## src/rtl/scl_period_gen.sv

```systemverilog
module scl_period_gen #(
  parameter int CNT_W   = 16,
  parameter int MIN_CNT = 6,
  parameter int HI_OVH  = 8
) (
  input  logic             clk,
  input  logic             rst_n,
  input  logic             en,
  input  logic             fast_mode,
  input  logic [CNT_W-1:0] std_hi,
  input  logic [CNT_W-1:0] std_lo,
  input  logic [CNT_W-1:0] fast_hi,
  input  logic [CNT_W-1:0] fast_lo,
  input  logic             scl_in,
  output logic             scl_oe,
  output logic             rise_stb,
  output logic             fall_stb
);
  localparam int CW = CNT_W + 1;
  localparam logic [CNT_W-1:0] FLOOR = CNT_W'(MIN_CNT);

  typedef enum logic [1:0] {S_OFF, S_LOW, S_REL, S_HIGH} st_t;

  st_t              st;
  logic [CW-1:0]    cnt;
  logic [CNT_W-1:0] lo_q, hi_q;

  wire [CNT_W-1:0] lo_sel = fast_mode ? fast_lo : std_lo;
  wire [CNT_W-1:0] hi_sel = fast_mode ? fast_hi : std_hi;
  wire [CNT_W-1:0] lo_eff = (lo_sel < FLOOR) ? FLOOR : lo_sel;
  wire [CNT_W-1:0] hi_eff = (hi_sel < FLOOR) ? FLOOR : hi_sel;

  always_ff @(posedge clk or negedge rst_n) begin
    if (!rst_n) begin
      st   <= S_OFF;
      cnt  <= '0;
      lo_q <= FLOOR;
      hi_q <= FLOOR;
    end else if (!en) begin
      st   <= S_OFF;
      cnt  <= '0;
      lo_q <= lo_eff;
      hi_q <= hi_eff;
    end else begin
      case (st)
        S_OFF: begin
          st  <= S_LOW;
          cnt <= CW'(lo_q);
        end
        S_LOW: begin
          if (cnt == '0) st <= S_REL;
          else           cnt <= cnt - 1'b1;
        end
        S_REL: begin
          if (scl_in) begin
            st  <= S_HIGH;
            cnt <= CW'(hi_q) + CW'(HI_OVH - 2);
          end
        end
        default: begin
          if (cnt == '0) begin
            st  <= S_LOW;
            cnt <= CW'(lo_q);
          end else begin
            cnt <= cnt - 1'b1;
          end
        end
      endcase
    end
  end

  assign scl_oe   = (st == S_LOW);
  assign fall_stb = (st == S_LOW) && (cnt == CW'(lo_q));
  assign rise_stb = (st == S_REL) && scl_in;
endmodule


```

## config.mk

```make
export PLATFORM = sky130hd
export DESIGN_NAME = scl_period_gen
export DESIGN_NICKNAME = d
export VERILOG_FILES = /design/src/rtl/scl_period_gen.sv
export SDC_FILE = /design/constraint.sdc
export NUM_CORES = 1
export LEC_CHECK = 0
export ABC_CLOCK_PERIOD_IN_PS = 2500
export BUFFER_PORTS_ARGS = -buffer_cell sky130_fd_sc_hd__buf_4
export CORE_MARGIN = 1.5
export CORE_UTILIZATION = 57
export CTS_CLUSTER_DIAMETER = 150
export DETAILED_ROUTE_END_ITERATION = 8
export PLACE_DENSITY = 0.88
export SYNTH_ARGS = -nofsm -noshare
export SYNTH_HDL_FRONTEND = slang
export SYNTH_SLANG_ARGS = --single-unit
```

## constraint.sdc

```tcl
create_clock -name clk -period 2.5 [get_ports clk]
set_clock_uncertainty 0.05 [all_clocks]
set_input_delay 0.5 -clock clk [delete_from_list [all_inputs] [get_ports clk]]
set_output_delay 0.5 -clock clk [all_outputs]
set_load 0.005 [all_outputs]
```

Yosys cells after proc, flatten, opt, wreduce, memory -nomap -nowiden. Cells that the tools add are included.

Word-level logic and storage cells: 35. Input bits: 69. Register bits: 51.

Add/sub/neg operators: 2. Reductions and logical operators: 6. Equality and inequality tests: 7. Magnitude comparators: 2. Mux-type cells: 14.

Operators with widths (number): 2-to-1 mux 17 bit (4); 2-to-1 mux 16 bit (4); one-hot mux 17 bit (3 select lines) (1); < comparator 16 x 3 -> 1 bit (second input constant) (2); adder 16 x 3 -> 17 bit (second input constant) (1); equality test 17 x 16 -> 1 bit (1); zero test 17 bit (1); subtractor 17 x 1 -> 17 bit (second input constant) (1); 2-to-1 mux 2 bit (4); inequality test 3 bit (second input constant) (2); one-hot mux 2 bit (3 select lines) (1); inequality test 4 x 1 -> 1 bit (second input constant) (1); inequality test 3 x 2 -> 1 bit (second input constant) (1); AND reduction 3 bit (1); equality test 2 x 1 -> 1 bit (second input constant) (1); equality test 2 bit (second input constant) (1); logical AND 1 bit (2); zero test 2 bit (1); AND reduction 2 bit (1).

Depth between registers and ports, before layout. Gate-level depths: netlist of the first run.

Depth after elaboration: 4. Depth in mapped cells: 9.

Worst setup path after synthesis of the first run. Ideal clock, no wire load.

Path kind: flip-flop to flip-flop. From: reg cnt[0]. To: reg cnt[14]. Period minus slack after synthesis: 2.249 ns. Setup slack: 0.251 ns. Library setup time: 0.126 ns. Data required time: 2.324 ns. Data arrival time: 2.074 ns. Stages on the path, launching flop included: 9. Cells stage by stage: dfrtp_1 inv_1 ha_1 or4b_1 or2_1 buf_2 or3_1 a31oi_1 nor3_1.

Word-level cells in the longest chain between the ends: 4.

Ends and longest elaborated chain: start: declaration (RTL line 25) `logic [CW-1:0] cnt;`; start signal: assignment (RTL line 48) `cnt <= CW'(lo_q);`; start signal: assignment (RTL line 52) `else cnt <= cnt - 1'b1;`; start signal: assignment (RTL line 57) `cnt <= CW'(hi_q) + CW'(HI_OVH - 2);`; subtractor 17 x 1 -> 17 bit or zero test 17 bit (tied branches); 2-to-1 mux 17 bit, on equally long branches (RTL line 61, 51); one-hot mux 17 bit (3 select lines) (RTL line 45) `case (st)`; 2-to-1 mux 17 bit (RTL line 39) `end else if (!en) begin`.

Parallel ways exist; a longest one is shown, timed or not. The select of a mux whose other input is x is not followed. A chain may end at the register's enable or synchronous reset.

Final worst setup path of the first run.
From: reg lo_q[2]. To: out fall_stb.

Word-level cells in the longest chain between the ends: 2.

Ends and longest elaborated chain: start: declaration (RTL line 26) `logic [CNT_W-1:0] lo_q, hi_q;`; start signal: assignment (RTL line 42) `lo_q <= lo_eff;`; equality test 17 x 16 -> 1 bit (RTL line 73) `assign fall_stb = (st == S_LOW) && (cnt == CW'(lo_q));`; logical AND 1 bit (RTL line 73); end: declaration (RTL line 17) `output logic fall_stb`.

No other way between the ends.

==> results of run 1 <==
-- synthesized netlist by cell type (2+ instances only) --
library cell	n
o21ai_0	50
nand2_1	49
dfrtp_1	47
nor2_1	33
mux2i_1	32
clkbuf_1	23
xor2_1	22
xnor2_1	20
nor4_1	19
a21oi_1	14
nand3_1	14
inv_1	13
nor3_1	13
a32o_1	9
a221oi_1	7
buf_2	7
ha_1	7
nand4_1	7
a211oi_1	6
o21ai_1	6
a22o_1	4
dfstp_2	4
o31ai_1	4
a22oi_1	3
nand3b_1	3
nor2b_1	3
or3_1	3
or4_1	3
a2bb2oi_1	2
a31oi_1	2
and3_1	2
mux2_2	2
o211ai_1	2
o21a_1	2
o22ai_1	2
-- final timing paths --
check	from	end	slack [ps]	cells after the start
setup / recovery	lo_q[2]	fall_stb	30	6
hold / removal	rst_n	cnt[3]	140	1
setup reg to reg	hi_q[1]	cnt[11]	70	8
hold reg to reg	hi_q[0]	hi_q[0]	480	2
max in group asynchronous	rst_n	cnt[5]	1760	1
min in group clk	std_hi[10]	hi_q[10]	430	3
-- worst reg2reg max path, stage by stage, from the launching register on --
cell and delay (ps):
dfstp_2 550, inv_1 90, ha_1 250, nand3b_1 270, nor3_1 320, xor2_1 140
a221oi_2 310, nand2_1 100, a32o_1 260
-- registers in the layout, indices dropped and copies added, names as in the netlist --
| name | flops |
|---|---|
| cnt | 17 |
| hi_q | 16 |
| lo_q | 16 |
| st | 2 |
-- layout make-up --
class,instances,area share
flip-flops and latches,51,0.276
well taps,77,0.0207
multi-input cells,363,0.523
clock buffers,5,0.0148
clock inverters,2,0.00806
inverters,14,0.0113
repair buffers,91,0.147
-- power by group through the flow --
stage	Clock [uW]	Combinational (uW)	Sequential, uW
after global routing	620	2620	1370
final	585	2380	1340
after global placement	0	2220	1330
after detailed placement	0	2250	1340
after CTS	587	2280	1320
after floorplan	0	1710	1160
-- repair_timing --
item	CTS	global route
gates cloned	0	0
gates resized for setup	1	10
setup endpoints to repair	1	17
-- layout by cell type (no fill, tap or decap), drive strengths merged, types with 3 or more instances in the layout --
cell type  instances
xnor2             20
or4                3
nand3b             3
nor4              20
nand3             14
clkbuf             5
or3                3
a22o               4
dfstp              4
a21oi             14
a32o               9
ha                 7
a22oi              3
nor2b              3
mux2i             32
buf               91
nand2             49
nor3              13
xor2              22
nand4              8
o31ai              4
a221oi             7
a211oi             6
inv               13
dfrtp             47
nor2              34
o21ai             56
-- metrics by stage --
step | cells | instance area (um^2) | setup slack (ps) | total power (uW) | TNS, ps
after floorplan | 460 | 3860 | 251 | 2880 | 0
after global placement | 596 | 4500 | 190 | 3550 | 0
after detailed placement | 596 | 4500 | 149 | 3590 | 0
after CTS | 603 | 4610 | 51.4 | 4190 | 0
after global routing | 603 | 4660 | -53.6 | 4600 | -53.6
final | 603 | 4660 | 31.0 | 4310 | 0
-- logic make-up after synthesis --
family | count (synthesis) | share of synthesized area
AND/OR/NAND/NOR | 161 | 0.213
AO/OA/AOI/OAI | 119 | 0.199
flip-flops | 51 | 0.332
buffers and inverters | 46 | 0.0490
XOR/XNOR | 42 | 0.0954
multiplexers | 34 | 0.0889
adder cells (fa/ha/maj) | 7 | 0.0227
-- routing by layer --
layer,wire length (um),part of all wire,global-route usage
met1,4590,0.40,0.428
met2,5260,0.46,0.523
met3,991,0.087,0.0477
met4,512,0.045,0.152
met5,0,0,0
==> impl_metrics.yaml, run 1 <==
die:
  ios: 72
  die-area_um2: 7270
  start_util: 0.597
  die_h_um: 85.3
  fp.dieW_um: 85.3
  num_rows: 29
  core_area_um2: 6460
clock_tree:
  insertion_delay_ps: 310
  cts_max_level: 2
  cts.sinks: 51
  post_cts_buffers: 0
  cts_tree: "yes"
  numCtsBuffers: 5
  ctsHoldBuffers: 0
  clk_path_buf_depth: 2
  cts_root_buf: "clkbuf_8"
  path_clk_slew_ps: 100
timing:
  max_freq_mhz: 405
  rsz0062_at_grt: "yes"
  relSlewSlack: 0.502
  fin_crit_sh: 0.988
  whs_ps: 143
  slew_violations: 0
  hold_viol: 0
  tightest_slew_ps: 747
  fin_crit_ps: 2470
  setup_viol: 0
final_layout:
  register_area_um2: 1280
  postLayoutCoreUtil: 0.721
  drive_gt1_frac: 0.226
  num-fill-cells: 489
  diodes: 0
  multi_input_area_um2: 2430
  syn_to_final_growth_pct: 20.8
  fin_nets: 602
worst_setup_path:
  crit_family: "simple AND/OR/NAND/NOR gates"
  crit_arrival_ps: 1920
  critPathBufInv: 1
  crit_path_cell_trace: "xnor2_1 > nand4_1 > nor4_2 > nand3_1 > nor4_2 > buf_4"
  cp-start-kind: "flop"
  slowest_delay_ps: 610
  cp_data_required_time_ps: 1950
  end_kind: "primary output"
  path_max_fanout: 4
  slowest_stage: "dfstp_2"
  critPathKind: "reg2out"
  path_common_cell: "nor4_2"
synthesis:
  ys_types: 56
  yosysTopAreaCellShare: 0.305
  synthCells: 460
  synth_top_area_cell: "dfrtp_1"
  synth_seq_area_share: 0.332
  synth_area_um2: 3860
  ys_ff_latch: 51
  avgSynthCellArea_um2: 8.39
  synth_top_flop_cell: "dfrtp_1"
  synth_edf_count: 0
  synth_area_leaders: "dfrtp_1 (30%), mux2i_1 (8.3%), o21ai_0 (6.5%)"
  synthesis.nets: 536
  yosysWarningCount: 0
  synthArstFlopShare: 1.00
pwr:
  pwr-share-comb: 0.553
  power_density_nw_per_um2: 925
  p_int_uw: 2350
  p_sw_frac: 0.454
  ir_drop_uv: 340
  cellLeakagePower_uw: 0.00207
  p_seq_frac: 0.311
  power_switching_uw: 1960
  pwr-share-clk: 0.136
detailed_routing:
  drtIter0Drc: 408
  ant_nets: 0
  route.detailed.drc: 1
  wl_per_cell_um: 18.8
  avgViaCountPerCell: 6.56
  firstDrtPassIters: 8
  vias: 3958
  drt_wl_total_um: 11400
placed_design:
  gp_congestion: 0.959
  hpwl_um: 8530
  io_buffers: 71
outcome:
  status: "finished, violations left"
  violations: "design-rule violations"
grt:
  grt_pass1_wl_um: 18600
  grt_max_degree: 52
  grt_use_total: 0.323
  gr-total-overflow: 0
  grt_antenna_before_repair: 0
  grt_pass1_vias: 3882
flow_run:
  maxCapViolCount: 0
min_path:
  worstHoldPathType: "in2async"
Power figures use the tool's default switching activity.
==> inputs of run 2 (changes only) <==
- SETUP_SLACK_MARGIN: default -> 0.5
==> run 2 against run 1 <==
  * Register-to-register slack improved by 90 ps
  * Sequential power barely moved
  * Via count rose by 9.7%
  * Setup slack got worse by 23 ps
  * Total power rose by 22%
  * Flip-flop and latch count did not move
  * Global-route usage rose by 3.2 points
  * The flow still finishes with violations (design-rule violations)
  * Die area did not move
  * Largest power group unchanged
  * Worst hold slack got worse by 22 ps
==> impl_metrics.yaml, run 2 (synthesis gave the netlist of run 1 again) <==
timing:
  finalWorstSetupSlack_ps: 7.99
  hold_viol: 0
  max_freq_mhz: 401
  tightest_slew_ps: 657
  fin_crit_sh: 0.997
  setup_viol: 0
  rsz0062_at_grt: "yes"
  fin_crit_ps: 2490
  slew_violations: 0
  setup_tns_ps: 0
  relSlewSlack: 0.562
worst_setup_path:
  crit_arrival_ps: 1940
  cp-start-kind: "flop"
  path_max_fanout: 5
  reg2regPathDepth: 9
  end_kind: "primary output"
  r2r_end: "cnt[15]"
  rr_startpoint: "cnt[1]"
  r2r_setup_slack_ps: 160
  critPathKind: "reg2out"
  cp_data_required_time_ps: 1950
clock_tree:
  numCtsBuffers: 5
  cts.sinks: 51
  path_clk_slew_ps: 110
  cts_max_level: 2
  clk_path_buf_depth: 2
  insertion_delay_ps: 340
  cts_tree: "yes"
  cts_root_buf: "clkbuf_8"
final_layout:
  final_cell_count_no_fill: 631
  final_common_cell: "buf_4"
  fin_nets: 629
  largest_reg_flops: 17
  syn_to_final_growth_pct: 34.4
  fin_area_um2: 5180
  top_register: "cnt"
  drive_gt1_frac: 0.347
  mostFrequentLayoutCells: "buf_4 (104), nand2_1 (48), o21ai_0 (45), dfrtp_1 (42), mux2i_1 (32)"
  diodes: 0
  top_regs: "cnt x17, hi_q x16, lo_q x16"
pwr:
  p_int_uw: 2810
  p_seq_frac: 0.259
  cellLeakagePower_uw: 0.00230
  power_density_nw_per_um2: 1010
  power_switching_uw: 2430
  pwr-share-clk: 0.125
  p_sw_frac: 0.463
  ir_drop_uv: 475
  pwr-share-comb: 0.617
placed_design:
  place_worst_setup_slack_ps: 172
  placed_area_um2: 4550
  placed_cells: 598
  hpwl_um: 8670
  io_buffers: 71
  gp_congestion: 1.01
detailed_routing:
  drt_wl_total_um: 13600
  firstDrtPassIters: 8
  vias: 4341
  wl_per_cell_um: 21.6
  route.detailed.drc: 2
  drtIter0Drc: 726
  avgViaCountPerCell: 6.88
  ant_nets: 0
die:
  num_rows: 29
  die_h_um: 85.3
  die-area_um2: 7270
  fp.dieW_um: 85.3
  ios: 72
  core_area_um2: 6460
  start_util: 0.597
grt:
  grt_pass1_wl_um: 20200
  grt_antenna_before_repair: 0
  grt_max_degree: 52
  grt_pass1_vias: 4091
  grt_use_total: 0.355
  gr-total-overflow: 0
min_path:
  worstHoldPathType: "in2async"
outcome:
  violations: "design-rule violations"
  status: "finished, violations left"
flow_run:
  maxCapViolCount: 0
-- run 2: changes by cell type in the layout (fill, tap and decap cells not counted), sizes merged --
| cell | delta |
|---|---|
| clkbuf | +1 |
| inv | +1 |
| clkinvlp | -1 |
| buf | +27 |
-- run 2: timing repair --
item | CTS | global route
resized for setup | 31 | 48
hold buffers | 0 | 0
pin swaps | 14 | 4
buffers inserted | 17 | 6
gates cloned | 2 | 0
endpoints found under the hold margin | 0 | 0
endpoints found under the setup margin | 21 | 22
-- run 2: area by class of cell --
type | instances | area [um^2]
clock buffers | 6 | 82.6
clock inverters | 2 | 38.8
fillers | 385 | 1270
inverters | 14 | 52.6
multi-input cells | 363 | 2660
flip-flops and latches | 51 | 1290
well taps | 77 | 96.3
repair buffers | 118 | 963
-- run 2: routing by layer --
metal	global-route usage	routed length [um]	share of wire
met5	0	0	0
met3	0.0535	1470	0.11
met4	0.191	900	0.066
met2	0.593	6210	0.46
met1	0.444	5040	0.37
-- run 2: how the worst max path moves through the flow --
stage	from	to	slack, ps
5_1_grt	lo_q[2]	fall_stb	-20
3_5_place_dp	cnt[1]	cnt[7]	170
2_1_floorplan	cnt[5]	cnt[14]	300
4_1_cts	st[1]	fall_stb	60
6_report	cnt[10]	fall_stb	8
3_3_place_gp	cnt[0]	cnt[2]	280
-- run 2: per-stage QoR --
step / hold WS [ps] / util / power [uW]
6_report: 122 / 0.803 / 5240
5_1_grt: 188 / 0.803 / 5430
4_1_cts: 184 / 0.764 / 4610
3_5_place_dp: 461 / 0.704 / 3640
3_3_place_gp: 454 / 0.704 / 3560
2_1_floorplan: 154 / - / 2920
-- run 2: power by group through the flow --
stage               logic, uW  clock network (uW)  registers [uW]
finish                   3230                 653            1360
CTS                      2670                 629            1320
global placement         2270                   0            1300
global route             3400                 666            1360
floorplan                1760                   0            1170
detailed placement       2330                   0            1310
-- run 2: critical path: stages (launching register included) --
cell	delay, ps
dfrtp_2	480
xnor2_2	230
nand4_1	170
nor4_2	240
nand3_1	120
nor4_2	200
buf_4	170
